<file path="src/rtl/resv_pkg.sv">
package resv_pkg;
  typedef struct packed {
    logic valid;
    logic commit;
    logic sc_ok;
  } resv_rsp_t;
endpackage

</file>
<file path="src/rtl/resv_entry.sv">
module resv_entry #(
  parameter int GW = 29
) (
  input  logic          clk_i,
  input  logic          rst_ni,
  input  logic          alloc_i,
  input  logic [GW-1:0] alloc_gran_i,
  input  logic          wr_valid_i,
  input  logic [GW-1:0] wr_gran_i,
  output logic          valid_o,
  output logic          hit_o
);
  logic [GW-1:0] gran_q;
  logic          valid_q;

  assign hit_o   = valid_q && (gran_q == wr_gran_i);
  assign valid_o = valid_q;

  // allocation wins over same-cycle invalidation
  always_ff @(posedge clk_i or negedge rst_ni) begin
    if (!rst_ni) begin
      valid_q <= 1'b0;
      gran_q  <= '0;
    end else if (alloc_i) begin
      valid_q <= 1'b1;
      gran_q  <= alloc_gran_i;
    end else if (wr_valid_i && hit_o) begin
      valid_q <= 1'b0;
    end
  end
endmodule

</file>
<file path="src/rtl/resv_rsp.sv">
module resv_rsp
  import resv_pkg::*;
(
  input  logic      clk_i,
  input  logic      rst_ni,
  input  resv_rsp_t rsp_d,
  output resv_rsp_t rsp_q
);
  always_ff @(posedge clk_i or negedge rst_ni) begin
    if (!rst_ni) rsp_q <= '0;
    else         rsp_q <= rsp_d;
  end
endmodule

</file>
<file path="src/rtl/resv_monitor.sv">
module resv_monitor
  import resv_pkg::*;
#(
  parameter int N_CTX   = 4,
  parameter int ADDR_W  = 32,
  parameter int GRAN_LG = 3,
  localparam int CTX_W  = (N_CTX > 1) ? $clog2(N_CTX) : 1,
  localparam int GW     = ADDR_W - GRAN_LG
) (
  input  logic              clk_i,
  input  logic              rst_ni,
  input  logic              ll_valid_i,
  input  logic [CTX_W-1:0]  ll_ctx_i,
  input  logic [ADDR_W-1:0] ll_addr_i,
  input  logic              wr_valid_i,
  input  logic [CTX_W-1:0]  wr_ctx_i,
  input  logic [ADDR_W-1:0] wr_addr_i,
  input  logic              wr_cond_i,
  output logic              rsp_valid_o,
  output logic              rsp_commit_o,
  output logic              rsp_sc_ok_o
);
  logic [GW-1:0]    ll_gran, wr_gran;
  logic [N_CTX-1:0] valid_q, wr_hit, own_sel;
  logic             own_hit, success;
  resv_rsp_t        rsp_d, rsp_q;

  assign ll_gran = ll_addr_i[ADDR_W-1:GRAN_LG];
  assign wr_gran = wr_addr_i[ADDR_W-1:GRAN_LG];

  for (genvar i = 0; i < N_CTX; i++) begin : g_ent
    resv_entry #(.GW(GW)) u_ent (
      .clk_i       (clk_i),
      .rst_ni      (rst_ni),
      .alloc_i     (ll_valid_i && (ll_ctx_i == CTX_W'(i))),
      .alloc_gran_i(ll_gran),
      .wr_valid_i  (wr_valid_i),
      .wr_gran_i   (wr_gran),
      .valid_o     (valid_q[i]),
      .hit_o       (wr_hit[i])
    );
    assign own_sel[i] = wr_hit[i] && (wr_ctx_i == CTX_W'(i));
  end

  assign own_hit = |own_sel;
  assign success = !wr_cond_i || own_hit;

  always_comb begin
    rsp_d.valid  = wr_valid_i;
    rsp_d.commit = wr_valid_i && success;
    rsp_d.sc_ok  = wr_valid_i && wr_cond_i && own_hit;
  end

  resv_rsp u_rsp (
    .clk_i (clk_i),
    .rst_ni(rst_ni),
    .rsp_d (rsp_d),
    .rsp_q (rsp_q)
  );

  assign rsp_valid_o  = rsp_q.valid;
  assign rsp_commit_o = rsp_q.commit;
  assign rsp_sc_ok_o  = rsp_q.sc_ok;
endmodule

</file>
<file path="config.mk">
export PLATFORM = sky130hd
export DESIGN_NAME = resv_monitor
export DESIGN_NICKNAME = d
export VERILOG_FILES = /design/src/rtl/resv_pkg.sv /design/src/rtl/resv_entry.sv /design/src/rtl/resv_rsp.sv /design/src/rtl/resv_monitor.sv
export SDC_FILE = /design/constraint.sdc
export NUM_CORES = 1
export LEC_CHECK = 0
export BUFFER_PORTS_ARGS = -buffer_cell sky130_fd_sc_hd__buf_2
export CORE_UTILIZATION = 35
export DETAILED_ROUTE_END_ITERATION = 7
export GPL_ROUTABILITY_DRIVEN = 0
export GPL_TIMING_DRIVEN = 0
export SYNTH_ARGS = -nofsm -noshare
export SYNTH_HDL_FRONTEND = slang
export SYNTH_SLANG_ARGS = --single-unit
</file>
<file path="constraint.sdc">
create_clock -name clk_i -period 2.7 [get_ports clk_i]
set_clock_uncertainty 0.05 [all_clocks]
set_input_delay 0 -clock clk_i [delete_from_list [all_inputs] [get_ports clk_i]]
set_output_delay 0 -clock clk_i [all_outputs]
set_load 0.01 [all_outputs]
</file>
After elaboration in Yosys (flattened, before gate mapping)
Index checks and enable logic that the tools add are counted.

Equal/unequal tests: 10. Mux-type cells: 8. Reduce and logical (&&, ||, !) cells: 28.

Operators by type and width (number): $eq 29x29->1 (4); $logic_and 1x1->1 (19); $eq 2x2->1 const B (4); $mux 1 (8); $reduce_bool 2->1 (4); $eq 2x1->1 const B (2); $logic_not 2->1 (2); $reduce_or 4->1 (1); $logic_not 1->1 (1); $logic_or 1x1->1 (1).

Flip-flop bits (word level): 123. Logic and storage cells: 57.

Longest topological paths before layout
Gate-level depths: netlist (run 1).

Depth in word-level cells: 6. Gate-level depth with buffers: 6. Depth with buffers taken out: 5.

Hierarchy
Synthesis (run 1) repeated with hierarchy kept, for this count alone.

Cell total of the unflattened synthesis: 436. Area, all modules: 6055.8 um2.

By module, submodules not included: resv_entry (instances 4, cells each 105, area an instance 1473.9 um2); resv_monitor (instances 1, cells each 13, area an instance 85.1 um2); resv_rsp (instances 1, cells each 3, area an instance 75.1 um2).

Worst setup path before layout (run 1)
No wires, ideal clock.

Path type: reg2reg. From: reg g_ent[1].u_ent.gran_q[3]. To: reg g_ent[1].u_ent.valid_q. Library setup time: 0.119 ns. Arrival time: 1.227 ns. Required time: 2.531 ns. Path slack: 1.304 ns. Stages on the path, launching flop included: 6. Clock period less this slack: 1.396 ns. Cell sequence: dfrtp_1 > xnor2_2 > nand4_1 > nor4_2 > nand4_1 > a21bo_1.

Cells in the longest elaborated chain, start to end: 4.

RTL lines: start: declaration (RTL line resv_entry.sv:13) `logic [GW-1:0] gran_q;`; start signal: assignment (RTL line resv_entry.sv:26) `gran_q <= alloc_gran_i;`; $eq 29x29->1 (RTL line resv_entry.sv:16) `assign hit_o = valid_q && (gran_q == wr_gran_i);`; $logic_and 1x1->1 (RTL line resv_entry.sv:16); $logic_and 1x1->1 (RTL line resv_entry.sv:27) `end else if (wr_valid_i && hit_o) begin`; $reduce_bool 2->1 (no source line); end signal: assignment (RTL line resv_entry.sv:22) `valid_q <= 1'b0;`; end signal: assignment (RTL line resv_entry.sv:25) `valid_q <= 1'b1;`; end signal: assignment (RTL line resv_entry.sv:28) `valid_q <= 1'b0;`; end: declaration (RTL line resv_entry.sv:14) `logic valid_q;`.

Every way passes these cells. A chain may end at the register's enable or synchronous reset.

==> summary.txt, run 1 <==
Die
  • Initial core utilization: 0.363
  • Vertical die dimension: about 130 um
  • Horiz. Die Dim: ~130 um
  • Die area: between 15000 and 20000 um^2
  • Number of placed I/O pins: 76
  • Row cnt: between 40 and 50
  • Core area: 16800 um^2

Clock network
  • Number of buffers created by CTS: 17
  • Worst-Skew Late Latency: between 0.4 and 0.5 ns
  • Maximum clock insertion buffer count: 2
  • Cts repair resizes: 0
  • TritonCTS clock tree: built
  • Number of buffers inserted by post-CTS setup repair: 0
  • Root buffer cell: clkbuf_16
  • Post-CTS Hold Fix Bufs: 33
  • Deepest level of the CTS H-tree: 4
  • Number of clock sinks seen by CTS: between 100 and 150
  • Clock-pin slew of the registers on the worst-case setup and hold paths: ~0.05 ns

Cells and area
  • Flip-flop and latch area: 3080 um^2
  • Area of the multi-input gates: between 2000 and 3000 um^2
  • Count of placed standard cells in the final layout, fillers left out: roughly 800
  • Total inserted antenna cells: 0
  • Layout cell share with drive strength beyond 1: 0.411
  • Area growth, synth to finish: 24.9%
  • Net total in the final layout: approximately 630
  • Fill cell total of the finished layout: between 1500 and 2000

Synthesis
  • Count of distinct cell types in the synthesized netlist: 28
  • Fraction of registers with async set/reset: 1.00
  • Area of the mapped netlist: 6110 um^2
  • Number of warning messages in the yosys log: 0
  • Synthesized area divided by synthesized cell count: around 13 um^2
  • Top post-synthesis cells by area: dfrtp_1 (50%), mux2_2 (21%), xnor2_1 (15%), nand4_1 (2.9%), xnor2_2 (1.9%)
  • Seq/Total Area, Yosys: 0.503
  • Most repeated cell in the gate-level netlist after synthesis: dfrtp_1
  • Synthesized Nets: 532
  • Cells after synthesis: about 460
  • Synth cell count leaders: dfrtp_1 (123), mux2_2 (116), xnor2_1 (103)
  • Seq cells post-synth: 123
  • Cell type with the largest total area after synthesis: dfrtp_1
  • Number of enable flip-flop cells after synthesis: 0
  • Flip-flop cell with the highest count after synthesis: dfrtp_1
  • Area fraction of the dominant cell type after synthesis: 0.503

Detailed routing
  • Residual antenna-violating net count after detailed routing: 0
  • Initial DRC count: approximately 210
  • Vias per Instance: just under 5
  • Post-detailed-route DRC marker count: 0
  • Number of iterations in the first detailed-routing pass: 5
  • DR WL/cell: 19.0 um
  • Aggregate routed wire length: 15.0 mm
  • Total via count in the routed design: 3901

Place
  • Placed Instances: between 700 and 800
  • Port bufs: 46
  • Total half-perimeter wirelength after legalization and detailed placement: 11.1 mm

Flow run
  • Maximum Capacitance Violations: 0

STA
  • Final setup TNS: 0 ns
  • Number of failing hold endpoints at the final stage: 0
  • Max-slew violation total from the final report: 0
  • Share of the cycle needed by the critical path after routing: 0.925
  • Relative slew margins: 0.326
  • RSZ-0062 raised after global routing: false
  • Final count of negative-setup-slack endpoints: 0
  • Worst hold-check slack: ~0.024 ns
  • Actual transition at the worst max-transition pin: 1.01 ns
  • Achievable frequency: 401 MHz
  • Minimum period implied by the final worst setup slack: roughly 2.5 ns

Min path
  • HP Class: input port to asynchronous set/reset pin

Setup path
  • Setup crit end kind: flip-flop
  • Type of origin of the critical path: flip-flop
  • Crit-path max FO: 2
  • Endpoint arrival time on the critical path: 2.80 ns
  • Worst setup path class: flip-flop to flip-flop
  • Data required, critical path: 3.01 ns

Global routing
  • Wire length of the first global-routing pass: 23.3 mm
  • Pin count of the biggest net entering global routing: 80
  • Initial antenna violation count: 0
  • Global router's overall resource usage: 0.181
  • Vias in the first global route: between 4000 and 5000
  • GRT Residual Overflow: 0

Outcome
  • Result of the run: finished, final reports clean

Power and ir drop
  • Leak: slightly above 3 nW
  • Cell area power density: ~800 nW/um^2
  • Worst vdd ir: ~0.51 mV
cell families (layout without fill, tap and decap cells):
group	count (synthesis)	in the layout	share of synthesized area
buf+inv	37	148	0.0379
compound gates	8	8	0.0100
flops	123	123	0.503
xor+xnor	116	116	0.175
simple gates	59	59	0.0602
mux	116	116	0.214
path summary, 6_finish.rpt:
kind                       slack [ns]  cells past startpoint                      from                         to
max in group asynchronous        1.84                      3                    rst_ni  g_ent[1].u_ent.gran_q[20]
setup / recovery                 0.20                      6  g_ent[2].u_ent.gran_q[3]             u_rsp.rsp_q[1]
hold reg to reg                  0.44                      1    g_ent[0].u_ent.valid_o     g_ent[0].u_ent.valid_o
setup reg to reg                 0.20                      6  g_ent[2].u_ent.gran_q[3]             u_rsp.rsp_q[1]
min in group clk_i               0.03                      6             wr_addr_i[28]     g_ent[0].u_ent.valid_o
hold / removal                   0.02                      2                    rst_ni  g_ent[1].u_ent.gran_q[15]
stage by stage:
stage	cell area, um^2	setup slack (ns)	power (mW)	util
after global routing	7640	0.172	6.26	0.454
after floorplan	6110	1.30	3.17	-
final	7640	0.203	5.99	0.454
after global placement	6620	0.0303	3.47	0.394
after CTS	7640	0.292	6.06	0.454
after detailed placement	6650	0.833	3.52	0.396
cells in the final DEF, fill, tap and decap left out, types with 2 or more instances in the layout:
cell / netlist / layout
a21bo_1: 2 / 2
bufinv_16: 0 / 4
nand3b_1: 2 / 2
dfrtp_1: 123 / 123
nand4_1: 28 / 28
nor2_1: 3 / 3
xnor2_2: 7 / 7
nand3_1: 5 / 5
clkbuf_2: 5 / 5
xor2_1: 6 / 6
xnor2_1: 103 / 103
clkinv_2: 0 / 2
nor4_1: 7 / 7
nor4_2: 4 / 4
clkbuf_1: 5 / 6
a32oi_1: 2 / 2
buf_4: 2 / 2
clkbuf_8: 0 / 7
buf_2: 15 / 60
mux2_2: 116 / 116
clkbuf_16: 0 / 17
nand2_1: 6 / 6
buf_6: 8 / 9
dlygate4sd3_1: 0 / 33
inv_1: 2 / 2
registers in the layout (all words and copies together) (netlist names):
| signal | cells |
|---|---|
| g_ent.u_ent.valid_o | 4 |
| u_rsp.rsp_q | 3 |
| g_ent.u_ent.gran_q | 116 |
power breakdown:
group	switching [mW]	total (mW)	internal (mW)
combinational	0.476	1.11	0.633
sequential	0.223	2.40	2.18
clock	0.775	2.48	1.71
total	1.47	5.99	4.52
area by class of cell:
type,instances,share of cell area
Sequential cell,123,0.403
Multi-Input combinational cell,299,0.367
Timing Repair Buffer,80,0.0778
Clock buffer,25,0.0688
Tap cell,220,0.0360
Buffer,35,0.0293
Clock inverter,6,0.0170
Inverter,2,0.000983
per-layer routing:
| layer | track usage | wire length, um |
|---|---|---|
| met5 | 0 | 0 |
| met3 | 0.0438 | 660 |
| met4 | 0.0630 | 229 |
| met1 | 0.231 | 6730 |
| met2 | 0.300 | 7410 |
critical path, cell delays in order (launching register included):
cell           delay (ns)
dfrtp_1              0.38
xnor2_1              0.23
nand4_1              0.15
nor4_1               0.66
a32oi_1              0.18
a31oi_1              0.21
dlygate4sd3_1        0.58
Power figures use the tool's default switching activity.
==> run 2, diff against run 1 <==
--- a/config.mk
+++ b/config.mk
@@ -10,6 +10,7 @@
 export DETAILED_ROUTE_END_ITERATION = 7
 export GPL_ROUTABILITY_DRIVEN = 0
 export GPL_TIMING_DRIVEN = 0
+export PLACE_DENSITY_LB_ADDON = 0.15
 export SYNTH_ARGS = -nofsm -noshare
 export SYNTH_HDL_FRONTEND = slang
 export SYNTH_SLANG_ARGS = --single-unit
==> run 2 against run 1 <==
Against the previous run:
- combinational power hardly changed
- largest cell class unchanged
- total power is 6.2% lower
- global-route usage is 0.56 points higher
- critical path type unchanged
- sequential share of layout area is 0.62 points higher
==> summary.txt, run 2 (synthesis gave the netlist of run 1 again) <==
Setup path
  • Endpoint arrival time on the critical path: about 2.1 ns
  • Crit-path max FO: 2
  • FF-to-FF Start: g_ent[2].u_ent.gran_q[3]
  • CP bufs+invs: 0
  • Kind of cell adding the most delay to the critical path: simple AND/OR/NAND/NOR gates
  • Type of origin of the critical path: flip-flop
  • Worst path max stage delay: ~0.56 ns
  • Slowest cell on the critical path: nor4_1
  • FF-to-FF End: u_rsp.rsp_q[1]
  • Crit path cell chain: xnor2_1 -> nand4_1 -> nor4_1 -> a32oi_1 -> a31oi_1
  • Worst reg-to-reg setup slack: roughly 0.84 ns
  • Total stage count of the critical path: 5
  • Data required, critical path: a little under 3 ns
  • Worst setup path class: flip-flop to flip-flop
  • Setup crit end kind: flip-flop
  • Number of cells on the worst reg-to-reg path: 5

Cells and area
  • Total inserted antenna cells: 0
  • End-of-flow core utilization: 0.447
  • Layout cell share with drive strength beyond 1: 0.407
  • Net total in the final layout: 630
  • Summed area of non-filler cells in the final layout: approximately 7500 um^2
  • Fill cell total of the finished layout: around 1600
  • Commonest non-fill, non-tap cells in the layout: dfrtp_1 (123), mux2_2 (116), xnor2_1 (103), buf_2 (60), dlygate4sd3_1 (32)
  • Most flop-heavy register: g_ent.u_ent.gran_q
  • Area growth, synth to finish: 23.0%
  • Largest register FFs: between 100 and 150
  • Leading cell type in the layout, fill and taps excluded: dfrtp_1

Die
  • Number of placed I/O pins: between 70 and 80
  • Row cnt: 47
  • Vertical die dimension: 134 um
  • Initial core utilization: 0.363
  • Core area: around 17000 um^2
  • Horiz. Die Dim: around 130 um
  • Die area: roughly 18000 um^2

Power and ir drop
  • Switching Power: around 1.5 mW
  • Portion of total power attributed to sequential cells: 0.427
  • Leak: 3.04 nW
  • Internal cell power: ~4.1 mW
  • Cell area power density: 748 nW/um^2
  • Part of the total power dissipated in combinational logic: 0.199
  • Switching Share: 0.264
  • Worst vdd ir: ~0.5 mV
  • Power share of the clock group: 0.374

STA
  • Final count of negative-setup-slack endpoints: 0
  • Achievable frequency: roughly 540 MHz
  • RSZ-0062 raised after global routing: false
  • Actual transition at the worst max-transition pin: slightly below 1 ns
  • Final setup TNS: 0 ns
  • Worst hold-check slack: approximately 0.064 ns
  • Relative slew margins: 0.352
  • Max-slew violation total from the final report: 0
  • Minimum period implied by the final worst setup slack: roughly 1.9 ns
  • Number of failing hold endpoints at the final stage: 0
  • Worst-case setup margin in the final layout: 0.839 ns
  • Share of the cycle needed by the critical path after routing: 0.689

Global routing
  • Vias in the first global route: 4113
  • Pin count of the biggest net entering global routing: 65
  • Initial antenna violation count: 0
  • GRT Residual Overflow: 0
  • Wire length of the first global-routing pass: roughly 24 mm
  • Global router's overall resource usage: 0.187

Detailed routing
  • Post-detailed-route DRC marker count: 0
  • Number of iterations in the first detailed-routing pass: 4
  • Total via count in the routed design: between 3000 and 4000
  • Residual antenna-violating net count after detailed routing: 0
  • Aggregate routed wire length: ~15 mm
  • Initial DRC count: 147
  • Vias per Instance: 4.81
  • DR WL/cell: around 19 um

Min path
  • HP Class: input port to flip-flop
  • Sink of the worst hold path: g_ent[0].u_ent.valid_o
  • Number of stages on the worst hold path: 6
  • Worst Hold Launch: wr_addr_i[28]

Place
  • Total half-perimeter wirelength after legalization and detailed placement: between 10 and 15 mm
  • Port bufs: 46
  • Area after detailed placement: 6650 um^2
  • Post-place setup slack: 0.816 ns

Flow run
  • Maximum Capacitance Violations: 0

Clock network
  • Number of buffers inserted by post-CTS setup repair: 0
  • Cts repair resizes: 0
  • Maximum clock insertion buffer count: 2
  • Number of buffers created by CTS: 17
  • Clock-pin slew of the registers on the worst-case setup and hold paths: 0.06 ns
  • Number of clock sinks seen by CTS: 123
  • TritonCTS clock tree: built
  • Deepest level of the CTS H-tree: 4
  • Worst-Skew Late Latency: between 0.4 and 0.5 ns
  • Post-CTS Hold Fix Bufs: 32
  • Root buffer cell: clkbuf_16

Outcome
  • Result of the run: finished, final reports clean
[run 2: through the flow]
step                std cells  total power, mW
global route              790             5.91
CTS                       790             5.70
global placement          725             3.50
floorplan                 459             3.17
detailed placement        726             3.53
finish                    790             5.62
[run 2: routing by layer]
| metal | global-route usage | routed length, um | vias to the layer above |
|---|---|---|---|
| met2 | 0.293 | 7090 | 91 |
| li1 | - | - | 1790 |
| met3 | 0.0382 | 552 | 20 |
| met5 | 0 | 0 | - |
| met4 | 0.0730 | 330 | 0 |
| met1 | 0.253 | 7290 | 1899 |
[run 2: worst max-delay path by stage]
stage | from | to | slack (ns)
global placement | rst_ni | g_ent[0].u_ent.gran_q[20] | -0.06
global route | g_ent[2].u_ent.gran_q[3] | g_ent[2].u_ent.valid_o | 0.76
finish | g_ent[2].u_ent.gran_q[3] | u_rsp.rsp_q[1] | 0.84
floorplan | g_ent[1].u_ent.gran_q[3] | g_ent[1].u_ent.valid_o | 1.30
CTS | g_ent[2].u_ent.gran_q[10] | g_ent[2].u_ent.valid_o | 0.80
detailed placement | g_ent[2].u_ent.gran_q[10] | g_ent[2].u_ent.valid_o | 0.82
[run 2: final cells by class]
type / count / area (um^2) / area share
buffer: 35 / 224 / 0.0298
clock buffer: 24 / 482 / 0.0640
clock inverter: 8 / 67.6 / 0.00898
inverter: 2 / 7.51 / 0.000998
multi-input combinational: 299 / 2800 / 0.373
sequential: 123 / 3080 / 0.409
tap: 220 / 275 / 0.0366
timing repair buffer: 79 / 584 / 0.0777
[run 2: tightest hold or removal path, delay by kind of cell]
family / cells / cell delay (ns)
xor+xnor: 1 / 0.09
compound gates: 1 / 0.11
buf+inv: 1 / 0.10
simple gates: 3 / 0.19
[run 2: power groups by stage]
stage | sequential, mW | clock (mW) | combinational (mW)
CTS | 2.40 | 2.16 | 1.14
global route | 2.44 | 2.25 | 1.22
global placement | 2.42 | 0 | 1.08
finish | 2.40 | 2.11 | 1.12
floorplan | 2.39 | 0 | 0.778
detailed placement | 2.43 | 0 | 1.10
==> run 3, diff against run 2 <==
==> constraint.sdc (replaced) <==
create_clock -name clk_i -period 1.9 [get_ports clk_i]
set_clock_uncertainty 0.05 [all_clocks]
set_input_delay 0 -clock clk_i [delete_from_list [all_inputs] [get_ports clk_i]]
set_output_delay 0 -clock clk_i [all_outputs]
set_load 0.01 [all_outputs]
==> run 3 against run 2 <==
Against the previous run:
- sequential share of layout area down 0.11 points
- total power up 42%
- maximum frequency rose by 4.1%
- clock-buffer cell count is the same
- die area unchanged
- sequential power is 42% higher
- clock power is 42% higher
- final cell count stayed put
- wire length about the same
- combinational power up 42%
- hold slack got worse by 0.013 ns
- register-to-register slack worse by 0.73 ns
==> summary.txt, run 3 (synthesis gave the netlist of run 1 again) <==
Clock network
  • Worst-Skew Late Latency: 0.42 ns
  • Number of clock sinks seen by CTS: roughly 120
  • Deepest level of the CTS H-tree: 4
  • Maximum clock insertion buffer count: 2
  • Clock-pin slew of the registers on the worst-case setup and hold paths: roughly 0.050 ns
  • Number of buffers inserted by post-CTS setup repair: 0
  • Root buffer cell: clkbuf_16
  • Number of buffers created by CTS: 17
  • TritonCTS clock tree: built

STA
  • Minimum period implied by the final worst setup slack: approximately 1.8 ns
  • Actual transition at the worst max-transition pin: between 0.9 and 1 ns
  • RSZ-0062 raised after global routing: false
  • Number of failing hold endpoints at the final stage: 0
  • Worst-case setup margin in the final layout: approximately 0.11 ns
  • Share of the cycle needed by the critical path after routing: 0.941
  • Relative slew margins: 0.340
  • Max-slew violation total from the final report: 0
  • Final count of negative-setup-slack endpoints: 0
  • Achievable frequency: ~560 MHz

Global routing
  • Global router's overall resource usage: 0.187
  • Initial antenna violation count: 0
  • Vias in the first global route: around 4000
  • Pin count of the biggest net entering global routing: 65
  • Wire length of the first global-routing pass: between 20 and 25 mm
  • GRT Residual Overflow: 0

Die
  • Horiz. Die Dim: 134 um
  • Initial core utilization: 0.363
  • Vertical die dimension: ~130 um
  • Core area: 16800 um^2
  • Die area: around 18000 um^2
  • Row cnt: 47
  • Number of placed I/O pins: between 70 and 80

Cells and area
  • Net total in the final layout: between 600 and 700
  • Layout cell share with drive strength beyond 1: 0.412
  • Largest register FFs: around 120
  • Total inserted antenna cells: 0
  • Commonest non-fill, non-tap cells in the layout: dfrtp_1 (123), mux2_2 (116), xnor2_1 (102), buf_2 (60), dlygate4sd3_1 (32)
  • Leading cell type in the layout, fill and taps excluded: dfrtp_1
  • Area growth, synth to finish: 23.4%
  • Summed area of non-filler cells in the final layout: between 7000 and 8000 um^2
  • Most flop-heavy register: g_ent.u_ent.gran_q

Setup path
  • Worst setup path class: flip-flop to flip-flop
  • Type of origin of the critical path: flip-flop
  • Endpoint arrival time on the critical path: 2.07 ns
  • Data required, critical path: around 2.2 ns
  • Setup crit end kind: flip-flop
  • Crit-path max FO: 2
  • Worst reg-to-reg setup slack: 0.11 ns
  • Crit path cell chain: xnor2_1 -> nand4_1 -> nor4_2 -> a32oi_1 -> a31oi_1
  • Worst path max stage delay: between 0.3 and 0.4 ns
  • Slowest cell on the critical path: dfrtp_1
  • Number of cells on the worst reg-to-reg path: 5

Detailed routing
  • Post-detailed-route DRC marker count: 0
  • Vias per Instance: 4.83
  • Total via count in the routed design: ~3800
  • Initial DRC count: 146
  • Number of iterations in the first detailed-routing pass: 4
  • Aggregate routed wire length: 15.3 mm
  • Residual antenna-violating net count after detailed routing: 0
  • DR WL/cell: 19.3 um

Power and ir drop
  • Power consumption: between 8 and 9 mW
  • Portion of total power attributed to sequential cells: 0.427
  • Cell area power density: between 1000 and 1500 nW/um^2
  • Leak: roughly 3 nW
  • Part of the total power dissipated in combinational logic: 0.199
  • Internal cell power: 5.89 mW
  • Switching Share: 0.265
  • Switching Power: roughly 2.1 mW
  • Worst vdd ir: approximately 0.7 mV
  • Power share of the clock group: 0.374

Place
  • Area after detailed placement: 6650 um^2
  • Port bufs: 46
  • Total half-perimeter wirelength after legalization and detailed placement: 11.2 mm
  • Post-place setup slack: approximately 0.016 ns

Min path
  • Number of stages on the worst hold path: 6
  • HP Class: input port to flip-flop

Flow run
  • Maximum Capacitance Violations: 0

Outcome
  • Result of the run: finished, final reports clean
## run 3: path summary, 6_finish.rpt
path                                      startpoint                   endpoint
max                        g_ent[0].u_ent.gran_q[21]             u_rsp.rsp_q[1]
min                                    wr_addr_i[28]     g_ent[0].u_ent.valid_o
max reg2reg                g_ent[0].u_ent.gran_q[21]             u_rsp.rsp_q[1]
min reg2reg                   g_ent[0].u_ent.valid_o     g_ent[0].u_ent.valid_o
max in group asynchronous                     rst_ni  g_ent[0].u_ent.gran_q[20]
min in group asynchronous                     rst_ni  g_ent[2].u_ent.gran_q[13]
## run 3: repair_timing
action / in CTS / in global routing
hold endpoints to repair: 182 / 0
endpoints found under the setup margin: 0 / 4
resized for setup: 0 / 3
hold buffers: 32 / 0
## run 3: routing by layer
metal  global-route usage  vias up  share of wire
li1                     -     1788              -
met1                0.253     1917           0.47
met2                0.293       89           0.47
met3               0.0382       19          0.043
met4               0.0730        0          0.020
met5                    0        -              0
## run 3: area by class of cell
cell class              instances  area (um^2)
clock inverters                 8         67.6
repair buffers                 79          584
flip-flops and latches        123         3080
plain buffers                  35          224
inverters                       2         7.51
clock buffers                  24          482
well taps                     220          275
fillers                      1602         9280
multi-input cells             299         2820
## run 3: critical path, delay by kind of cell (launching register included)
kind,cells,cell delay (ns)
AO/OA/AOI/OAI,2,0.37
AND/OR/NAND/NOR,2,0.54
XOR/XNOR,1,0.36
flip-flops,1,0.39
## run 3: stage by stage
step           hold WS, ns  TNS [ns]   util  instances
4_1_cts             0.0502         0  0.447        790
6_report            0.0518         0  0.448        790
2_1_floorplan       -0.346         0      -        459
3_3_place_gp         0.145   -104.67  0.394        725
5_1_grt              0.120         0  0.448        790
3_5_place_dp       -0.0178         0  0.396        726
## run 3: power by group through the flow
stage | Clock [mW] | Combinational, mW | Sequential, mW
6_report | 2.99 | 1.59 | 3.41
5_1_grt | 3.20 | 1.74 | 3.48
4_1_cts | 3.07 | 1.62 | 3.41
3_5_place_dp | 0 | 1.56 | 3.46
3_3_place_gp | 0 | 1.53 | 3.44
2_1_floorplan | 0 | 1.11 | 3.39
